<file path="src/rtl/spi_slave_pkg.sv">
`timescale 1ns/1ps
package spi_slave_pkg;

   typedef enum logic [1:0] {
      ATTN_OFF  = 2'd0,
      ATTN_LOW  = 2'd1,
      ATTN_HIGH = 2'd2,
      ATTN_BUF  = 2'd3
   } attn_mode_e;

endpackage

</file>
<file path="src/rtl/spi_sync.sv">
`timescale 1ns/1ps
module spi_sync #(
   parameter int              WIDTH   = 3,
   parameter int              STAGES  = 2,
   parameter logic [WIDTH-1:0] RST_VAL = '0
) (
   input  logic             clk,
   input  logic             rst_n,
   input  logic [WIDTH-1:0] d,
   output logic [WIDTH-1:0] q
);

   logic [WIDTH-1:0] stg [STAGES];

   if (STAGES < 2) begin : g_bad_stages
      $error("spi_sync: STAGES must be at least 2");
   end

   for (genvar s = 0; s < STAGES; s++) begin : g_stage
      if (s == 0) begin : g_first
         always_ff @(posedge clk or negedge rst_n) begin
            if (!rst_n) stg[s] <= RST_VAL;
            else        stg[s] <= d;
         end
      end else begin : g_next
         always_ff @(posedge clk or negedge rst_n) begin
            if (!rst_n) stg[s] <= RST_VAL;
            else        stg[s] <= stg[s-1];
         end
      end
   end

   assign q = stg[STAGES-1];

endmodule

</file>
<file path="src/rtl/spi_byte_fifo.sv">
`timescale 1ns/1ps
module spi_byte_fifo #(
   parameter int W     = 8,
   parameter int DEPTH = 4
) (
   input  logic         clk,
   input  logic         rst_n,
   input  logic         push,
   input  logic [W-1:0] push_data,
   input  logic         pop,
   output logic [W-1:0] pop_data,
   output logic         empty,
   output logic         full
);

   localparam int AW = (DEPTH > 1) ? $clog2(DEPTH) : 1;
   localparam int NW = $clog2(DEPTH + 1);
   localparam logic [AW-1:0] PTR_LAST = AW'(DEPTH - 1);
   localparam logic [NW-1:0] CNT_FULL = NW'(DEPTH);

   if (DEPTH < 2) begin : g_bad_depth
      $error("spi_byte_fifo: DEPTH must be at least 2");
   end
   if (W < 1) begin : g_bad_width
      $error("spi_byte_fifo: W must be positive");
   end

   logic [W-1:0]  mem [DEPTH];
   logic [AW-1:0] wr_ptr, rd_ptr;
   logic [NW-1:0] cnt;
   logic          do_push, do_pop;

   assign empty    = (cnt == '0);
   assign full     = (cnt == CNT_FULL);
   assign do_push  = push & ~full;
   assign do_pop   = pop & ~empty;
   assign pop_data = mem[rd_ptr];

   always_ff @(posedge clk) begin
      if (do_push) mem[wr_ptr] <= push_data;
   end

   always_ff @(posedge clk or negedge rst_n) begin
      if (!rst_n) begin
         wr_ptr <= '0;
         rd_ptr <= '0;
         cnt    <= '0;
      end else begin
         if (do_push) wr_ptr <= (wr_ptr == PTR_LAST) ? '0 : wr_ptr + AW'(1);
         if (do_pop)  rd_ptr <= (rd_ptr == PTR_LAST) ? '0 : rd_ptr + AW'(1);
         case ({do_push, do_pop})
            2'b10:   cnt <= cnt + NW'(1);
            2'b01:   cnt <= cnt - NW'(1);
            default: cnt <= cnt;
         endcase
      end
   end

   AST_NO_OVERFLOW: assert property (@(posedge clk) disable iff (!rst_n)
      (push && full && !pop) |=> ($stable(cnt) && full));

   AST_NO_UNDERFLOW: assert property (@(posedge clk) disable iff (!rst_n)
      (pop && empty && !push) |=> empty);

endmodule

</file>
<file path="src/rtl/spi_shift_engine.sv">
`timescale 1ns/1ps
module spi_shift_engine #(
   parameter int W = 8
) (
   input  logic         clk,
   input  logic         rst_n,
   input  logic         sck_s,
   input  logic         mosi_s,
   input  logic         ss_n_s,
   input  logic         cfg_idle_high,
   input  logic         cfg_sample_fall,
   input  logic         cfg_rx_lsb,
   input  logic         cfg_tx_lsb,
   input  logic [W-1:0] cfg_dummy,
   input  logic [W-1:0] cfg_end,
   input  logic         txq_empty,
   input  logic [W-1:0] txq_data,
   output logic         txq_pop,
   output logic         rx_valid,
   output logic [W-1:0] rx_byte,
   output logic         tx_held,
   output logic         miso_o,
   output logic         miso_oe
);

   localparam int CW = (W > 1) ? $clog2(W) : 1;
   localparam logic [CW-1:0] LAST = CW'(W - 1);

   if (W < 2) begin : g_bad_width
      $error("spi_shift_engine: W must be at least 2");
   end

   function automatic logic [W-1:0] flip(input logic [W-1:0] v);
      logic [W-1:0] r;
      for (int i = 0; i < W; i++) r[i] = v[W-1-i];
      return r;
   endfunction

   logic          sck_n, sck_nd, ss_nd;
   logic          lead, trail, active, lead_samples;
   logic          smp, lch, ss_fall, byte_done, load_req;
   logic [CW-1:0] bit_cnt;
   logic [W-1:0]  rx_sh, tx_sh, rx_word, rx_out, tx_next, tx_load, end_ordered;
   logic          fresh, from_q;

   always_comb begin
      sck_n        = sck_s ^ cfg_idle_high;
      lead         = sck_n & ~sck_nd;
      trail        = ~sck_n & sck_nd;
      active       = ~ss_n_s;
      lead_samples = (cfg_idle_high == cfg_sample_fall);
      smp          = active & (lead_samples ? lead : trail);
      lch          = active & (lead_samples ? trail : lead);
      ss_fall      = ss_nd & ~ss_n_s;
      byte_done    = smp & (bit_cnt == LAST);
      rx_word      = {rx_sh[W-2:0], mosi_s};
      rx_out       = cfg_rx_lsb ? flip(rx_word) : rx_word;
      tx_next      = txq_empty ? cfg_end : txq_data;
      tx_load      = cfg_tx_lsb ? flip(tx_next) : tx_next;
      end_ordered  = cfg_tx_lsb ? flip(cfg_end) : cfg_end;
      load_req     = byte_done | (ss_fall & ~(fresh & from_q));
   end

   assign txq_pop = load_req & ~txq_empty;
   assign tx_held = fresh & from_q;
   assign miso_o  = tx_sh[W-1];
   assign miso_oe = active;

   always_ff @(posedge clk or negedge rst_n) begin
      if (!rst_n) begin
         sck_nd   <= 1'b0;
         ss_nd    <= 1'b1;
         bit_cnt  <= '0;
         rx_sh    <= '0;
         rx_valid <= 1'b0;
         rx_byte  <= '0;
         tx_sh    <= '0;
         fresh    <= 1'b0;
         from_q   <= 1'b0;
      end else begin
         sck_nd   <= sck_n;
         ss_nd    <= ss_n_s;
         rx_valid <= byte_done & (rx_out != cfg_dummy);
         if (byte_done) rx_byte <= rx_out;
         if (smp) rx_sh <= rx_word;

         if (ss_fall)        bit_cnt <= '0;
         else if (byte_done) bit_cnt <= '0;
         else if (smp)       bit_cnt <= bit_cnt + CW'(1);

         if (load_req) begin
            tx_sh  <= tx_load;
            fresh  <= 1'b1;
            from_q <= ~txq_empty;
         end else if (lch && (bit_cnt != '0)) begin
            tx_sh  <= {tx_sh[W-2:0], 1'b0};
            fresh  <= 1'b0;
         end
      end
   end

   AST_SSFALL_RESTART: assert property (@(posedge clk) disable iff (!rst_n)
      ss_fall |=> (bit_cnt == '0));

   AST_DUMMY_DROP: assert property (@(posedge clk) disable iff (!rst_n)
      rx_valid |-> (rx_byte != cfg_dummy));

   AST_END_LOAD: assert property (@(posedge clk) disable iff (!rst_n)
      (byte_done && txq_empty) |=> (tx_sh == $past(end_ordered)));

   AST_NEXT_READY: assert property (@(posedge clk) disable iff (!rst_n)
      byte_done |=> fresh);

endmodule

</file>
<file path="src/rtl/spi_slave_port.sv">
`timescale 1ns/1ps
module spi_slave_port
   import spi_slave_pkg::*;
#(
   parameter int DATA_W      = 8,
   parameter int RXQ_DEPTH   = 4,
   parameter int TXQ_DEPTH   = 4,
   parameter int SYNC_STAGES = 2
) (
   input  logic              clk,
   input  logic              rst_n,
   input  logic              spi_sck,
   input  logic              spi_mosi,
   input  logic              spi_ss_n,
   output logic              miso_o,
   output logic              miso_oe,
   output logic              attn_o,
   output logic              attn_oe,
   output logic              rx_full_o,
   input  logic              cfg_idle_high,
   input  logic              cfg_sample_fall,
   input  logic              cfg_rx_lsb,
   input  logic              cfg_tx_lsb,
   input  logic [DATA_W-1:0] cfg_dummy,
   input  logic [DATA_W-1:0] cfg_end,
   input  logic [1:0]        cfg_attn_mode,
   input  logic              cfg_handshake,
   input  logic              cfg_rx_en,
   input  logic              tx_wr_en,
   input  logic [DATA_W-1:0] tx_wr_data,
   output logic              tx_full,
   input  logic              rx_rd_en,
   output logic [DATA_W-1:0] rx_rd_data,
   output logic              rx_avail,
   output logic              rx_ovf,
   input  logic              rx_ovf_clr
);

   localparam int            PIN_W   = 3;
   localparam logic [PIN_W-1:0] PIN_RST = 3'b100;

   if (DATA_W < 2) begin : g_bad_data_w
      $error("spi_slave_port: DATA_W must be at least 2");
   end
   if (SYNC_STAGES < 2) begin : g_bad_sync
      $error("spi_slave_port: SYNC_STAGES must be at least 2");
   end

   logic [PIN_W-1:0]  pins_s;
   logic              sck_s, mosi_s, ss_n_s;
   logic              txq_empty, txq_pop, rxq_full, rxq_empty;
   logic [DATA_W-1:0] txq_data, rx_byte;
   logic              rx_valid, rx_push, rx_lost, tx_held, tx_waiting;
   attn_mode_e        mode;

   spi_sync #(.WIDTH(PIN_W), .STAGES(SYNC_STAGES), .RST_VAL(PIN_RST)) u_sync (
      .clk   (clk),
      .rst_n (rst_n),
      .d     ({spi_ss_n, spi_sck, spi_mosi}),
      .q     (pins_s)
   );
   assign {ss_n_s, sck_s, mosi_s} = pins_s;

   spi_byte_fifo #(.W(DATA_W), .DEPTH(TXQ_DEPTH)) u_txq (
      .clk       (clk),
      .rst_n     (rst_n),
      .push      (tx_wr_en),
      .push_data (tx_wr_data),
      .pop       (txq_pop),
      .pop_data  (txq_data),
      .empty     (txq_empty),
      .full      (tx_full)
   );

   spi_shift_engine #(.W(DATA_W)) u_eng (
      .clk             (clk),
      .rst_n           (rst_n),
      .sck_s           (sck_s),
      .mosi_s          (mosi_s),
      .ss_n_s          (ss_n_s),
      .cfg_idle_high   (cfg_idle_high),
      .cfg_sample_fall (cfg_sample_fall),
      .cfg_rx_lsb      (cfg_rx_lsb),
      .cfg_tx_lsb      (cfg_tx_lsb),
      .cfg_dummy       (cfg_dummy),
      .cfg_end         (cfg_end),
      .txq_empty       (txq_empty),
      .txq_data        (txq_data),
      .txq_pop         (txq_pop),
      .rx_valid        (rx_valid),
      .rx_byte         (rx_byte),
      .tx_held         (tx_held),
      .miso_o          (miso_o),
      .miso_oe         (miso_oe)
   );

   assign rx_push = rx_valid & cfg_rx_en & ~rxq_full;
   assign rx_lost = rx_valid & cfg_rx_en & rxq_full;

   spi_byte_fifo #(.W(DATA_W), .DEPTH(RXQ_DEPTH)) u_rxq (
      .clk       (clk),
      .rst_n     (rst_n),
      .push      (rx_push),
      .push_data (rx_byte),
      .pop       (rx_rd_en),
      .pop_data  (rx_rd_data),
      .empty     (rxq_empty),
      .full      (rxq_full)
   );

   assign rx_avail  = ~rxq_empty;
   assign rx_full_o = cfg_handshake & (rxq_full | ~cfg_rx_en);

   always_ff @(posedge clk or negedge rst_n) begin
      if (!rst_n)          rx_ovf <= 1'b0;
      else if (rx_lost)    rx_ovf <= 1'b1;
      else if (rx_ovf_clr) rx_ovf <= 1'b0;
   end

   assign tx_waiting = ~txq_empty | tx_held;
   assign mode       = attn_mode_e'(cfg_attn_mode);

   always_comb begin
      case (mode)
         ATTN_LOW:  begin attn_oe = 1'b1;       attn_o = ~tx_waiting; end
         ATTN_HIGH: begin attn_oe = 1'b1;       attn_o = tx_waiting;  end
         ATTN_BUF:  begin attn_oe = tx_waiting; attn_o = 1'b0;        end
         default:   begin attn_oe = 1'b0;       attn_o = 1'b0;        end
      endcase
   end

   AST_OVF_STICKY: assert property (@(posedge clk) disable iff (!rst_n)
      (rx_ovf && !rx_ovf_clr) |=> rx_ovf);

   AST_OVF_ON_FULL: assert property (@(posedge clk) disable iff (!rst_n)
      (rx_valid && cfg_rx_en && rxq_full) |=> rx_ovf);

   AST_RX_BLOCKED: assert property (@(posedge clk) disable iff (!rst_n)
      (rx_valid && !cfg_rx_en) |=> $stable(rxq_empty) || !rxq_empty);

endmodule

</file>
<file path="config.mk">
export PLATFORM = sky130hd
export DESIGN_NAME = spi_slave_port
export DESIGN_NICKNAME = d
export VERILOG_FILES = /design/src/rtl/spi_slave_pkg.sv /design/src/rtl/spi_sync.sv /design/src/rtl/spi_byte_fifo.sv /design/src/rtl/spi_shift_engine.sv /design/src/rtl/spi_slave_port.sv
export SDC_FILE = /design/constraint.sdc
export NUM_CORES = 1
export LEC_CHECK = 0
export BUFFER_PORTS_ARGS = -buffer_cell sky130_fd_sc_hd__buf_2
export CAP_MARGIN = 20
export CORE_ASPECT_RATIO = 1.2
export CORE_UTILIZATION = 35
export CTS_CLUSTER_SIZE = 24
export DETAILED_ROUTE_END_ITERATION = 10
export GPL_TIMING_DRIVEN = 1
export SYNTH_ARGS = -nofsm -noshare
export SYNTH_HDL_FRONTEND = slang
export SYNTH_SLANG_ARGS = --single-unit
export TNS_END_PERCENT = 1
</file>
<file path="constraint.sdc">
create_clock -name clk -period 5.1 [get_ports clk]
set_input_delay 1.02 -clock clk [delete_from_list [all_inputs] [get_ports clk]]
set_output_delay 1.02 -clock clk [all_outputs]
set_load 0.02 [all_outputs]
</file>
# Word level (Yosys, flattened, before mapping)

Memories as Yosys holds them, arrays and structs flattened.
Cells that the tools add are included.

Div/mod/pow operators: 0
Reductions and logical operators: 10
Equal/unequal tests: 16
$lt $le $gt $ge: 0
Bitwise operators: 32
Multipliers: 0
Add/subtract/negate cells: 9
Shifts and indexed selects: 0
Multiplexer cells: 26

Operators with widths:

| cell                | count |
|---|---|
| $mux 8              | 5 |
| $and 1x1->1         | 18 |
| $eq 2x2->1 const B  | 8 |
| $pmux 3 s2          | 2 |
| $mux 1              | 10 |
| $not 1->1           | 10 |
| $add 3x1->3 const B | 3 |
| $eq 3x3->1 const B  | 3 |
| $mux 3              | 3 |
| $add 2x1->2 const B | 4 |
| $mux 2              | 4 |
| $ne 8x8->1          | 1 |
| $reduce_bool 2->1   | 4 |
| $eq 2x1->1 const B  | 3 |
| $logic_not 3->1     | 2 |
| $reduce_bool 3->1   | 2 |
| $sub 3x1->3 const B | 2 |
| $pmux 1 s2          | 2 |
| $or 1x1->1          | 3 |
| $reduce_or 2->1     | 1 |
| $eq 1x1->1          | 1 |
| $logic_and 1x1->1   | 1 |
| $xor 1x1->1         | 1 |

Bits in read-only memories: 0
Output and inout bits: 16
Memory bits (writable): 64
Bits in latches: 0
Memories: 2
Flip-flop bits (word level): 52

Memories:

| name      | words | bits a word | read ports | clocked after memory_dff | wr ports | RTL line            | RTL |
|---|---|---|---|---|---|---|---|
| u_rxq.mem | 4     | 8           | 1          | 0                        | 1        | spi_byte_fifo.sv:28 | `logic [W-1:0] mem [DEPTH];` |
| u_txq.mem | 4     | 8           | 1          | 0                        | 1        | spi_byte_fifo.sv:28 |  |

# Logic depth before layout (Yosys ltp)

Gate-level depths: netlist of the first run.

Depth in word-level cells: 11
Gate-level depth with buffers: 12
Depth with buffers taken out: 12

# Hierarchy

Synthesis of the first run repeated with hierarchy kept, for this count alone.

Cells, all modules: 364
Area total of the unflattened synthesis: 5434.0 µm²

Modules (own cells, without submodules):

| module                | times used | cells an instance | area an instance (µm²) | seq. area each (µm²) |
|---|---|---|---|---|
| spi_shift_engine      | 1          | 171               | 1850.5                 | 777.0 |
| spi_byte_fifo (u_txq) | 1          | 82                | 1636.6                 | 1136.1 |
| spi_byte_fifo (u_rxq) | 1          | 83                | 1611.5                 | 1136.1 |
| spi_sync              | 1          | 9                 | 175.2                  | 152.6 |
| spi_slave_port        | 1          | 19                | 160.2                  | 25.0 |

# Least setup slack after synthesis of the first run

Ideal clock, no wire load.

Path kind: in2reg
Start point: input cfg_sample_fall
End point: register u_txq.cnt[2]
Path slack: 2.070 ns
Required time: 5.021 ns
Buffers on the path: 0
Cell stages on the path: 10
Arrival: 2.951 ns
Cell sequence: nor4bb_1 -> mux2i_4 -> a21boi_2 -> nor2_2 -> ha_1 -> inv_1 -> fa_1 -> xor2_1 -> nor2_1 -> xor2_1

Cells in the longest elaborated chain, start to end: 9
Elaborated cells on any way between the ends: 11
Classes of those cells: eq/ne: 3; mux: 2; bitwise: 5; reduce/logical: 1

RTL lines:

| what                                                   | RTL line               | RTL |
|---|---|---|
| from (decl)                                            | spi_slave_port.sv:21   | `input logic cfg_sample_fall,` |
| $eq 1x1->1 (*)                                         | spi_shift_engine.sv:51 | `lead_samples = (cfg_idle_high == cfg_sample_fall);` |
| $mux 1 (*)                                             | spi_shift_engine.sv:52 | `smp = active & (lead_samples ? lead : trail);` |
| $and 1x1->1 (*)                                        | spi_shift_engine.sv:52 |  |
| $and 1x1->1 (*)                                        | spi_shift_engine.sv:55 | `byte_done = smp & (bit_cnt == LAST);` |
| $or 1x1->1 (*)                                         | spi_shift_engine.sv:61 | `load_req = byte_done \| (ss_fall & ~(fresh & from_q));` |
| $and 1x1->1 (*)                                        | spi_shift_engine.sv:64 | `assign txq_pop = load_req & ~txq_empty;` |
| $and 1x1->1 (*)                                        | spi_byte_fifo.sv:36    | `assign do_pop = pop & ~empty;` |
| net u_txq.do_pop                                       | spi_byte_fifo.sv:31    | `logic do_push, do_pop;` |
| $eq 2x1->1 / $eq 2x2->1 (equally long branches)        | spi_byte_fifo.sv:51    | `case ({do_push, do_pop})` |
| $pmux 3 s2 / $reduce_bool 2->1 (equally long branches) | --                     |  |
| to (signal assigned)                                   | spi_byte_fifo.sv:52    | `2'b10: cnt <= cnt + NW'(1);` |
| to (signal assigned)                                   | spi_byte_fifo.sv:53    | `2'b01: cnt <= cnt - NW'(1);` |
| to (signal assigned)                                   | spi_byte_fifo.sv:54    | `default: cnt <= cnt;` |
| to (decl)                                              | spi_byte_fifo.sv:30    | `logic [NW-1:0] cnt;` |

Mark *: on every way through the listed nets, which the timed path passes. The rest lies on a longest branch.
A chain may end at the register's enable or synchronous reset.

# Worst setup path after layout of the first run

Start point: input cfg_idle_high
End point: register u_txq.cnt[1]

Cells in the longest elaborated chain, start to end: 11
Elaborated cells on any way between the ends: 15
Classes of those cells: eq/ne: 3; mux: 2; bitwise: 9; reduce/logical: 1

RTL lines:

| what                                                   | RTL line               | RTL |
|---|---|---|
| from (decl)                                            | spi_slave_port.sv:20   | `input logic cfg_idle_high,` |
| $xor 1x1->1                                            | spi_shift_engine.sv:47 | `sck_n = sck_s ^ cfg_idle_high;` |
| $not 1->1                                              | spi_shift_engine.sv:49 | `trail = ~sck_n & sck_nd;` |
| $and 1x1->1                                            | spi_shift_engine.sv:49 |  |
| $mux 1 (*)                                             | spi_shift_engine.sv:52 |  |
| $and 1x1->1 (*)                                        | spi_shift_engine.sv:52 |  |
| $and 1x1->1 (*)                                        | spi_shift_engine.sv:55 |  |
| $or 1x1->1 (*)                                         | spi_shift_engine.sv:61 |  |
| $and 1x1->1 (*)                                        | spi_shift_engine.sv:64 |  |
| $and 1x1->1 (*)                                        | spi_byte_fifo.sv:36    |  |
| net u_txq.do_pop                                       | spi_byte_fifo.sv:31    |  |
| $eq 2x1->1 / $eq 2x2->1 (equally long branches)        | spi_byte_fifo.sv:51    |  |
| $pmux 3 s2 / $reduce_bool 2->1 (equally long branches) | --                     |  |

Marks and branches as above.

==> impl_metrics.env, run 1 <==
export IMPL_status="completed"
export IMPL_share_of_post_route_cells_with_drive_strength_above_1=0.2746
export IMPL_design_final_nets=485
export IMPL_wl_per_cell_um=14.69
export IMPL_drt_iter0_markers=174
export IMPL_layout_cells_excl_fill=637
export IMPL_use_met1=0.1470
export IMPL_timing_hold_violations_final=0
export IMPL_post_dp_hpwl_um=6525
export IMPL_total_power_mw=3.194
export IMPL_power_density_mw_per_mm2=502.2
export IMPL_num_antenna_cells=0
export IMPL_ant_nets=0
export IMPL_synth_async_reset_ratio=0.4483
export IMPL_critical_path_startpoint="cfg_idle_high"
export IMPL_ctsRootBufferMaster="sky130_fd_sc_hd__clkbuf_16"
export IMPL_maximum_number_of_pins_on_one_net_before_global_route_repair=53
export IMPL_timing_fmax_mhz=296.3
export IMPL_detail_route_wirelength_um=9356
export IMPL_critPathKind="input port to flip-flop"
export IMPL_layout_area_overhead_vs_synth_pct=20.25
export IMPL_path_delay_family="compound AO/OA/AOI/OAI gates"
export IMPL_grt_pass1_wl_um=15360
export IMPL_finalCritPeriodShare=0.6617
export IMPL_core_mm2=0.01459
export IMPL_top_usage_layer="met2"
export IMPL_grt_antenna_before_repair=0
export IMPL_cellLeakagePower_nw=2.532
export IMPL_seq_area_mm2=0.003227
export IMPL_endpoints_failing_setup=0
export IMPL_fillCellCount=1329
export IMPL_numCtsBuffers=17
export IMPL_critPathMaxFanout=18
export IMPL_cts_hold_buffers_added=0
export IMPL_gp_routability_congestion=0.6965
export IMPL_worst_ir_drop_vdd_mv=0.2588
export IMPL_total_global_route_track_usage=0.1335
export IMPL_io_pins=56
export IMPL_maxCapViolCount=0
export IMPL_crit_chain="buf_2 -> xnor2_2 -> mux2i_4 -> a21boi_2 -> nor2_2 -> ha_1 -> inv_1 -> fa_1 -> o21ai_0"
export IMPL_grt_util_met3=0.04252
export IMPL_area_occupied_by_multi_input_gates_mm2=0.001936
export IMPL_fp_dieW_um=114.2
export IMPL_buffer_ports_inserted=55
export IMPL_worst_hold_path_type="flip-flop to flip-flop"
export IMPL_timing_critical_path_to_type="flip-flop"
export IMPL_drc=0
export IMPL_row_count=48
export IMPL_setup_tns_ns=0
export IMPL_tritoncts="done"
export IMPL_clk_path_buf_depth=2
export IMPL_critPathBufInv=2
export IMPL_rsz0062_at_grt="false"
export IMPL_synth_sequential_area_ratio=0.6101
export IMPL_post_drt_via_cell_ratio=4.893
export IMPL_post_cts_resized=0
export IMPL_postSynthRegisterBits=116
export IMPL_number_of_search_and_repair_iterations_in_the_first_detailed_routing_pass=4
export IMPL_vias=3117
export IMPL_min_delay_start="u_sync.stg[3]"
export IMPL_synthesis_area_per_instance_um2=14.65
export IMPL_yosysUniqueCellTypes=44
export IMPL_startpoint_type="input port"
export IMPL_slowest_delay_ns=0.61
export IMPL_grt_util_met2=0.2337
export IMPL_grt_pass1_vias=3136
export IMPL_post_place_cells=605
export IMPL_synth_top_flop_cell="sky130_fd_sc_hd__edfxtp_1"
export IMPL_worst_path_max_delay_cell="sky130_fd_sc_hd__a21boi_2"
export IMPL_pre_cts_ws_ns=1.328
export IMPL_cts_setup_buffers=0
export IMPL_worst_endpoint_arrival_ns=3.68
export IMPL_cts_max_level=4
export IMPL_report_final_slew_viol_count=0
export IMPL_layout_core_utilization=0.4358
export IMPL_die_area_mm2=0.01561
export IMPL_synth_edf_count=64
export IMPL_net_count_of_the_mapped_netlist=422
export IMPL_yosys_warnings=0
export IMPL_synthCells=361
export IMPL_clkSinkCount=116
export IMPL_grt_ovfl_total=0
export IMPL_max_slew_margin_rel=0.5475
export IMPL_worstPathRequired_ns=5.41
export IMPL_initial_utilization=0.3624
export IMPL_chipHeight_um=136.7
export IMPL_syn_area_mm2=0.005289
export IMPL_cts_reportedPaths_clkPinSlew_ns=0.05
export IMPL_tightestPinTransition_ns=0.6788
export IMPL_period_needed_ns=3.375
export IMPL_clk_insertion_delay_late_ns=0.41
export IMPL_finalWorstSetupSlack_ns=1.725
export IMPL_worst_clock_skew_ns=0.007308
export IMPL_r2r_start="u_eng.bit_cnt[0]"
-- metrics by stage --
stage,instance area (um2),hold slack (ns)
detailed placement,5782,0.3358
finish,6360,0.3438
global route,6360,0.3542
floorplan,5289,0.3312
CTS,6360,0.3478
global placement,5782,0.3330
-- layout by cell type, fill, tap and decap left out, drive strengths merged, types with 5 or more instances in the layout --
cell / n
o21ai: 19
inv: 21
mux2: 12
buf: 57
edfxtp: 64
xor2: 5
dfrtp: 49
a222oi: 7
nor4bb: 10
clkbuf: 22
nand2: 24
mux2i: 26
a21oi: 7
mux4: 16
ha: 19
and2: 8
clkinv: 6
nor2: 11
nor2b: 6
-- worst reg2reg max path, stage by stage, from the launching register on --
cell and delay, ns:
sky130_fd_sc_hd__dfrtp_1 0.40, sky130_fd_sc_hd__ha_1 0.20, sky130_fd_sc_hd__ha_1 0.21, sky130_fd_sc_hd__nor4bb_1 0.17, sky130_fd_sc_hd__mux2i_4 0.41, sky130_fd_sc_hd__a21boi_2 0.61
sky130_fd_sc_hd__nor2_2 0.14, sky130_fd_sc_hd__ha_1 0.25, sky130_fd_sc_hd__inv_1 0.07, sky130_fd_sc_hd__fa_1 0.40, sky130_fd_sc_hd__o21ai_0 0.22
-- synth_stat cells (2+ instances only) --
master | n | area (um2)
sky130_fd_sc_hd__a21o_1 | 2 | 15.01
sky130_fd_sc_hd__nor2_2 | 2 | 12.51
sky130_fd_sc_hd__or3_1 | 4 | 25.02
sky130_fd_sc_hd__dfrtp_1 | 49 | 1226
sky130_fd_sc_hd__and2_1 | 8 | 50.05
sky130_fd_sc_hd__xnor2_1 | 2 | 17.52
sky130_fd_sc_hd__a31oi_1 | 2 | 12.51
sky130_fd_sc_hd__nor2_1 | 9 | 33.78
sky130_fd_sc_hd__fa_1 | 2 | 40.04
sky130_fd_sc_hd__dfstp_2 | 3 | 78.83
sky130_fd_sc_hd__mux2i_1 | 25 | 250.2
sky130_fd_sc_hd__buf_1 | 3 | 11.26
sky130_fd_sc_hd__nand4_1 | 2 | 12.51
sky130_fd_sc_hd__nor3_1 | 4 | 20.02
sky130_fd_sc_hd__o31ai_1 | 2 | 15.01
sky130_fd_sc_hd__clkbuf_1 | 7 | 26.28
sky130_fd_sc_hd__o21ai_0 | 19 | 95.09
sky130_fd_sc_hd__o311ai_0 | 4 | 35.03
sky130_fd_sc_hd__mux2_2 | 10 | 112.6
sky130_fd_sc_hd__a21oi_1 | 7 | 35.03
sky130_fd_sc_hd__ha_1 | 19 | 237.7
sky130_fd_sc_hd__buf_2 | 3 | 15.01
sky130_fd_sc_hd__inv_1 | 21 | 78.83
sky130_fd_sc_hd__nand2_1 | 24 | 90.09
sky130_fd_sc_hd__a222oi_1 | 7 | 70.07
sky130_fd_sc_hd__nor2b_1 | 6 | 37.54
sky130_fd_sc_hd__mux2_1 | 2 | 22.52
sky130_fd_sc_hd__nand4bb_1 | 2 | 22.52
sky130_fd_sc_hd__mux4_2 | 16 | 360.4
sky130_fd_sc_hd__edfxtp_1 | 64 | 1922
sky130_fd_sc_hd__or4_1 | 3 | 22.52
sky130_fd_sc_hd__nor4bb_1 | 10 | 100.1
sky130_fd_sc_hd__nand3_1 | 3 | 15.01
sky130_fd_sc_hd__xor2_1 | 5 | 43.79
-- metal layers --
metal | routed length, um | vias up
met4 | 159 | 0
met3 | 338 | 11
li1 | - | 1503
met2 | 4939 | 69
met1 | 3919 | 1534
met5 | 0 | -
-- final timing paths --
path                               endpoint  slack (ns)  cells after the start
setup / recovery               u_txq.cnt[1]        1.73                      9
hold / removal                  u_sync.q[0]        0.34                      0
setup reg to reg               u_txq.cnt[1]        1.92                     10
hold reg to reg                 u_sync.q[0]        0.34                      0
max in group asynchronous      u_eng.sck_nd        3.91                      2
min in group asynchronous  u_eng.rx_byte[0]        0.74                      2
-- power by group --
part / leakage, nW / total, mW / internal [mW] / switching (mW)
Clock: 0.279 / 1.16 / 0.764 / 0.395
Combinational: 1.08 / 0.682 / 0.351 / 0.331
Sequential: 1.17 / 1.35 / 1.16 / 0.191
Total: 2.53 / 3.19 / 2.28 / 0.916
-- registers in the layout (all words and copies together), names as in the netlist, 3 cells and up --
register and cells:
u_rxq.mem 32, u_txq.mem 32, u_eng.rx_byte 8, u_eng.tx_sh 8
u_eng.rx_sh 7, u_eng.bit_cnt 3, u_rxq.cnt 3, u_sync.q 3
u_sync.stg 3, u_txq.cnt 3
-- cell families after synthesis --
logic type / synth area share
AO/OA/AOI/OAI: 0.06222
XOR/XNOR: 0.01467
AND/OR/NAND/NOR: 0.09037
multiplexers: 0.1453
buffers and inverters: 0.02484
adder cells (fa/ha/maj): 0.05252
flip-flops: 0.6101
-- cell type report --
type / count / share of cell area
Tap cell: 200 / 0.03935
Timing Repair Buffer: 57 / 0.04564
Sequential cell: 116 / 0.5074
Inverter: 21 / 0.01239
Multi-Input combinational cell: 211 / 0.3043
Clock buffer: 22 / 0.06984
Clock inverter: 10 / 0.02105
Power figures use the tool's default switching activity.
==> inputs of run 2 (changes only) <==
ABC_AREA = 1   (was unset)
clock period = 3.2 ns   (was 5.1 ns; I/O delays follow)
==> run 2 against run 1 <==
Effect of this change:
- flip-flop and latch count stayed put
- clock skew is 0.00055 ns higher
- synthesized cell count is 60% higher
- area after synthesis is 4.1% higher
- core utilization is 0.23 points lower
- total power is 75% higher
- first-iteration DRC count is 52% higher
- cell count is 34% higher
- design area is 3.6% higher
- sequential power is 53% higher
- critical path type is now flip-flop to output port
- largest power group unchanged
- highest routed layer is now met5
==> impl_metrics.env, run 2 <==
export IMPL_total_global_route_track_usage=0.1495
export IMPL_buffer_ports_inserted=55
export IMPL_maxCapViolCount=0
export IMPL_initial_utilization=0.3622
export IMPL_layout_area_overhead_vs_synth_pct=19.70
export IMPL_synth_edf_count=64
export IMPL_cts_hold_buffers_added=0
export IMPL_placed_area_mm2=0.005976
export IMPL_timing_hold_violations_final=0
export IMPL_period_needed_ns=2.807
export IMPL_post_cts_resized=0
export IMPL_row_count=49
export IMPL_clkSinkCount=116
export IMPL_critPathKind="flip-flop to output port"
export IMPL_wl_per_cell_um=13.15
export IMPL_startpoint_type="flip-flop"
export IMPL_finalHoldWorstSlack_ns=0.2969
export IMPL_cts_setup_buffers=0
export IMPL_synth_top_cells_by_area="sky130_fd_sc_hd__edfxtp_1 (35%), sky130_fd_sc_hd__dfrtp_1 (22%), sky130_fd_sc_hd__nand2_1 (10%)"
export IMPL_drc=0
export IMPL_endpoints_failing_setup=0
export IMPL_number_of_search_and_repair_iterations_in_the_first_detailed_routing_pass=7
export IMPL_synth_top_cells_by_count="sky130_fd_sc_hd__nand2_1 (152), sky130_fd_sc_hd__inv_1 (79), sky130_fd_sc_hd__edfxtp_1 (64), sky130_fd_sc_hd__nand3_1 (50), sky130_fd_sc_hd__dfrtp_1 (49)"
export IMPL_clk_path_buf_depth=2
export IMPL_design_final_nets=700
export IMPL_post_place_cells=824
export IMPL_core_mm2=0.01520
export IMPL_detail_route_wirelength_um=11260
export IMPL_synth_top_flop_cell="sky130_fd_sc_hd__edfxtp_1"
export IMPL_yosysUniqueCellTypes=31
export IMPL_layout_cells_excl_fill=856
export IMPL_post_dp_hpwl_um=8026
export IMPL_clk_insertion_delay_late_ns=0.41
export IMPL_syn_area_mm2=0.005507
export IMPL_rsz0062_at_grt="false"
export IMPL_fp_dieW_um=116.5
export IMPL_chipHeight_um=139.4
export IMPL_worst_clock_skew_ns=0.007856
export IMPL_ctsRootBufferMaster="sky130_fd_sc_hd__clkbuf_16"
export IMPL_gp_routability_congestion=0.8302
export IMPL_max_slew_margin_rel=0.4368
export IMPL_cts_reportedPaths_clkPinSlew_ns=0.06
export IMPL_maximum_number_of_pins_on_one_net_before_global_route_repair=33
export IMPL_final_design_area_no_fill_mm2=0.006591
export IMPL_yosys_warnings=0
export IMPL_post_drt_via_cell_ratio=4.689
export IMPL_vias=4014
export IMPL_total_power_mw=5.583
export IMPL_ant_nets=0
export IMPL_yosys_area_top_type_share=0.3490
export IMPL_cts_max_level=4
export IMPL_synth_async_reset_ratio=0.4483
export IMPL_numCtsBuffers=17
export IMPL_worst_hold_path_type="input port to async pin"
export IMPL_synth_top_cell_by_area="sky130_fd_sc_hd__edfxtp_1"
export IMPL_grt_pass1_vias=3964
export IMPL_share_of_post_route_cells_with_drive_strength_above_1=0.1672
export IMPL_synth_sequential_area_ratio=0.5860
export IMPL_layout_commonest_cell="sky130_fd_sc_hd__nand2_1"
export IMPL_die_area_mm2=0.01624
export IMPL_synthCells=576
export IMPL_tritoncts="done"
export IMPL_worst_ir_drop_vdd_mv=0.6163
export IMPL_mostFrequentLayoutCells="sky130_fd_sc_hd__nand2_1 (152), sky130_fd_sc_hd__inv_1 (79), sky130_fd_sc_hd__edfxtp_1 (64)"
export IMPL_worstPathRequired_ns=2.56
export IMPL_cellLeakagePower_nw=2.990
export IMPL_net_count_of_the_mapped_netlist=637
export IMPL_finalCritPeriodShare=0.8772
export IMPL_status="completed"
export IMPL_setup_tns_ns=0
export IMPL_grt_pass1_wl_um=18350
export IMPL_yosys_cell_count_top_type="sky130_fd_sc_hd__nand2_1"
export IMPL_timing_fmax_mhz=356.3
export IMPL_largestRegisters="u_rxq.mem: 32 flops, u_txq.mem: 32 flops"
export IMPL_critPathMaxFanout=12
export IMPL_grt_ovfl_total=0
export IMPL_report_final_slew_viol_count=0
export IMPL_timing_critical_path_to_type="output port"
export IMPL_worst_endpoint_arrival_ns=2.17
export IMPL_power_density_mw_per_mm2=847.0
export IMPL_drt_iter0_markers=264
export IMPL_num_antenna_cells=0
export IMPL_io_pins=56
export IMPL_grt_antenna_before_repair=1
export IMPL_postSynthRegisterBits=116
export IMPL_synthesis_area_per_instance_um2=9.560
export IMPL_tightestPinTransition_ns=0.8416
==> run 2: worst max-delay path, stage by stage (launching register included) <==
cell,delay (ns)
sky130_fd_sc_hd__dfrtp_1,0.39
sky130_fd_sc_hd__nor2_1,0.07
sky130_fd_sc_hd__nand2_1,0.06
sky130_fd_sc_hd__buf_4,0.17
sky130_fd_sc_hd__clkinv_1,0.24
sky130_fd_sc_hd__o21ai_0,0.24
sky130_fd_sc_hd__mux2_2,0.41
sky130_fd_sc_hd__buf_2,0.16
==> run 2: layout make-up <==
type / instances / area, um2
inverter: 86 / 322.8
clock buffer: 19 / 432.9
fill: 1479 / 8613
sequential: 116 / 3227
multi-input combinational: 359 / 1866
clock inverter: 13 / 182.7
tap: 204 / 255.2
timing repair buffer: 59 / 305.3
==> run 2: worst paths after layout <==
kind	from	end	slack, ns	cells past startpoint
worst max-delay path	u_txq.cnt[0]	attn_o	0.39	7
worst min-delay path	rst_n	rx_ovf	0.30	1
worst max register to register	u_sync.q[2]	u_txq.cnt[1]	0.59	11
worst min register to register	u_sync.stg[3]	u_sync.q[0]	0.35	0
max in group asynchronous	rst_n	u_eng.rx_byte[0]	2.13	2
min in group clk	spi_ss_n	u_sync.stg[5]	0.33	1
==> run 2: where the power goes <==
part	switching, mW	total, mW	internal (mW)
Clock	0.673	1.97	1.30
Sequential	0.207	2.07	1.87
Combinational	1.00	1.54	0.534
==> run 2: kinds of logic (layout without fill, tap and decap cells) <==
family                     Yosys count  after routing  synth area share
and+or+nand+nor                    260            260            0.2052
DFF                                116            116            0.5860
buffers and inverters              101            177           0.07521
AOI/OAI and AO/OA                   65             65           0.06203
adders and majority gates           21             21           0.05044
xor gates and xnor gates            12             12           0.01909
muxes                                1              1          0.002045
==> run 2: metal layers <==
layer,track usage,up-vias,share of wire
li1,-,2014,-
met2,0.2672,98,0.53
met1,0.1665,1889,0.42
met3,0.04312,11,0.041
met5,0,-,0.0012
met4,0.05061,2,0.010
==> run 2: through the flow <==
| stage | utilization | setup WS (ns) |
|---|---|---|
| 2_1_floorplan | - | 0.8263 |
| 3_3_place_gp | 0.3930 | 0.5533 |
| 3_5_place_dp | 0.3930 | 0.4371 |
| 4_1_cts | 0.4335 | 0.3563 |
| 5_1_grt | 0.4335 | 0.2783 |
| 6_report | 0.4335 | 0.3930 |
==> inputs of run 3 (changes only) <==
BUFFER_PORTS_ARGS = -buffer_cell sky130_fd_sc_hd__clkbuf_2   (was -buffer_cell sky130_fd_sc_hd__buf_2)
==> run 3 against run 2 <==
Effect of this change:
- design area decreased by 0.49%
- via count decreased by 0.15%
- cell count unchanged
- total power decreased by 2.7%
- global-route usage decreased by 0.088 points
- critical path depth unchanged
- flip-flop and latch count unchanged
- worst hold slack improved by 0.0070 ns
- routed wire length decreased by 2.6%
- sequential share of layout area increased by 0.24 points
- first-iteration DRC count decreased by 28%
- critical endpoint unchanged
- largest power group unchanged
==> impl_metrics.env, run 3 (synthesis gave the netlist of run 2 again) <==
export IMPL_timing_hold_violations_final=0
export IMPL_startpoint_type="flip-flop"
export IMPL_hold_path_depth=1
export IMPL_tightestPinTransition_ns=0.9705
export IMPL_capture_endpoint_of_the_worst_hold_path="u_sync.stg[5]"
export IMPL_timing_fmax_mhz=356.1
export IMPL_fp_dieW_um=116.5
export IMPL_grt_antenna_before_repair=0
export IMPL_power_share_clock=0.340
export IMPL_drc=0
export IMPL_cts_reportedPaths_clkPinSlew_ns=0.05
export IMPL_detail_route_wirelength_um=10970
export IMPL_rsz0062_at_grt="false"
export IMPL_ff2ff_setup_slack_ns=0.63
export IMPL_timing_critical_path_to_type="output port"
export IMPL_clk_insertion_delay_late_ns=0.42
export IMPL_p_comb_frac=0.279
export IMPL_num_antenna_cells=0
export IMPL_finalHoldWorstSlack_ns=0.3040
export IMPL_worstPathRequired_ns=2.56
export IMPL_total_internal_power_mw=3.539
export IMPL_worst_endpoint_arrival_ns=2.17
export IMPL_maximum_number_of_pins_on_one_net_before_global_route_repair=53
export IMPL_ant_nets=0
export IMPL_maxCapViolCount=0
export IMPL_core_mm2=0.01520
export IMPL_post_cts_resized=0
export IMPL_rr_endpoint="u_txq.cnt[1]"
export IMPL_initial_utilization=0.3622
export IMPL_gp_routability_congestion=0.8226
export IMPL_max_slew_margin_rel=0.3506
export IMPL_finalCritPeriodShare=0.8776
export IMPL_vias=4008
export IMPL_io_pins=56
export IMPL_number_of_search_and_repair_iterations_in_the_first_detailed_routing_pass=5
export IMPL_critical_path_startpoint="u_txq.cnt[0]"
export IMPL_post_dp_hpwl_um=7770
export IMPL_drt_iter0_markers=189
export IMPL_cts_setup_buffers=0
export IMPL_status="completed"
export IMPL_clkSinkCount=116
export IMPL_reg2regPathDepth=11
export IMPL_sw_frac_of_total=0.3485
export IMPL_period_needed_ns=2.808
export IMPL_cts_hold_buffers_added=0
export IMPL_clk_path_buf_depth=2
export IMPL_total_switching_power_mw=1.893
export IMPL_share_of_post_route_cells_with_drive_strength_above_1=0.1672
export IMPL_endpoints_failing_setup=0
export IMPL_worst_hold_path_type="input port to flip-flop"
export IMPL_critPathKind="flip-flop to output port"
export IMPL_design_final_nets=700
export IMPL_cts_max_level=4
export IMPL_min_delay_start="spi_ss_n"
export IMPL_row_count=49
export IMPL_cellLeakagePower_nw=2.982
export IMPL_setup_tns_ns=0
export IMPL_grt_pass1_wl_um=18070
export IMPL_wl_per_cell_um=12.82
export IMPL_largestRegisters="u_rxq.mem: 32 flops, u_txq.mem: 32 flops"
export IMPL_numCtsBuffers=17
export IMPL_worst_ir_drop_vdd_mv=0.4424
export IMPL_ctsRootBufferMaster="sky130_fd_sc_hd__clkbuf_16"
export IMPL_seqPwrFrac=0.381
export IMPL_total_global_route_track_usage=0.1486
export IMPL_post_drt_via_cell_ratio=4.682
export IMPL_buffer_ports_inserted=55
export IMPL_layout_area_overhead_vs_synth_pct=19.11
export IMPL_die_area_mm2=0.01624
export IMPL_power_density_mw_per_mm2=828.2
export IMPL_report_final_slew_viol_count=0
export IMPL_grt_pass1_vias=3906
export IMPL_layout_commonest_cell="sky130_fd_sc_hd__nand2_1"
export IMPL_r2r_start="u_sync.q[2]"
export IMPL_tritoncts="done"
export IMPL_worst_clock_skew_ns=0.007550
export IMPL_chipHeight_um=139.4
export IMPL_grt_ovfl_total=0
export IMPL_critPathMaxFanout=12
export IMPL_mostFrequentLayoutCells="sky130_fd_sc_hd__nand2_1 (152), sky130_fd_sc_hd__inv_1 (79), sky130_fd_sc_hd__edfxtp_1 (64)"
run 3: routing by layer:
layer | part of all wire | global-route usage
met1 | 0.43 | 0.1641
met2 | 0.51 | 0.2541
met3 | 0.033 | 0.04747
met4 | 0.025 | 0.07152
met5 | 0 | 0
run 3: critical path, cell delays in order (launching register included):
cell	delay [ns]
sky130_fd_sc_hd__dfrtp_1	0.38
sky130_fd_sc_hd__nor2_1	0.07
sky130_fd_sc_hd__nand2_1	0.06
sky130_fd_sc_hd__buf_4	0.17
sky130_fd_sc_hd__clkinv_1	0.25
sky130_fd_sc_hd__o21ai_0	0.24
sky130_fd_sc_hd__mux2_2	0.41
sky130_fd_sc_hd__clkbuf_2	0.16
run 3: worst max-delay path by stage:
stage | to | cells past startpoint
3_3_place_gp | u_txq.cnt[2] | 16
6_report | attn_o | 7
5_1_grt | attn_o | 7
2_1_floorplan | u_txq.cnt[2] | 15
4_1_cts | attn_o | 7
3_5_place_dp | u_txq.cnt[2] | 16
run 3: power groups by stage:
stage | logic (mW) | clock network, mW | registers [mW]
6_report | 1.51 | 1.85 | 2.07
5_1_grt | 1.75 | 1.96 | 2.11
4_1_cts | 1.54 | 1.90 | 2.07
3_5_place_dp | 1.53 | 0 | 2.09
3_3_place_gp | 1.48 | 0 | 2.09
2_1_floorplan | 1.19 | 0 | 2.01
run 3: area by class of cell:
class / instances / area (um2)
tap: 204 / 255.2
inverter: 86 / 322.8
clock inverter: 15 / 157.7
sequential: 116 / 3227
multi-input combinational: 359 / 1866
clock buffer: 17 / 425.4
fill: 1496 / 8646
timing repair buffer: 59 / 305.3
run 3: stage by stage:
stage	cell area [um2]	total power, mW	cells	utilization	setup slack, ns
finish	6559	5.432	856	0.4314	0.3916
global route	6559	5.823	856	0.4314	0.2448
CTS	6559	5.512	856	0.4314	0.3381
detailed placement	5976	3.626	824	0.3930	0.4418
global placement	5976	3.568	824	0.3930	0.5617
floorplan	5507	3.201	576	-	0.8263
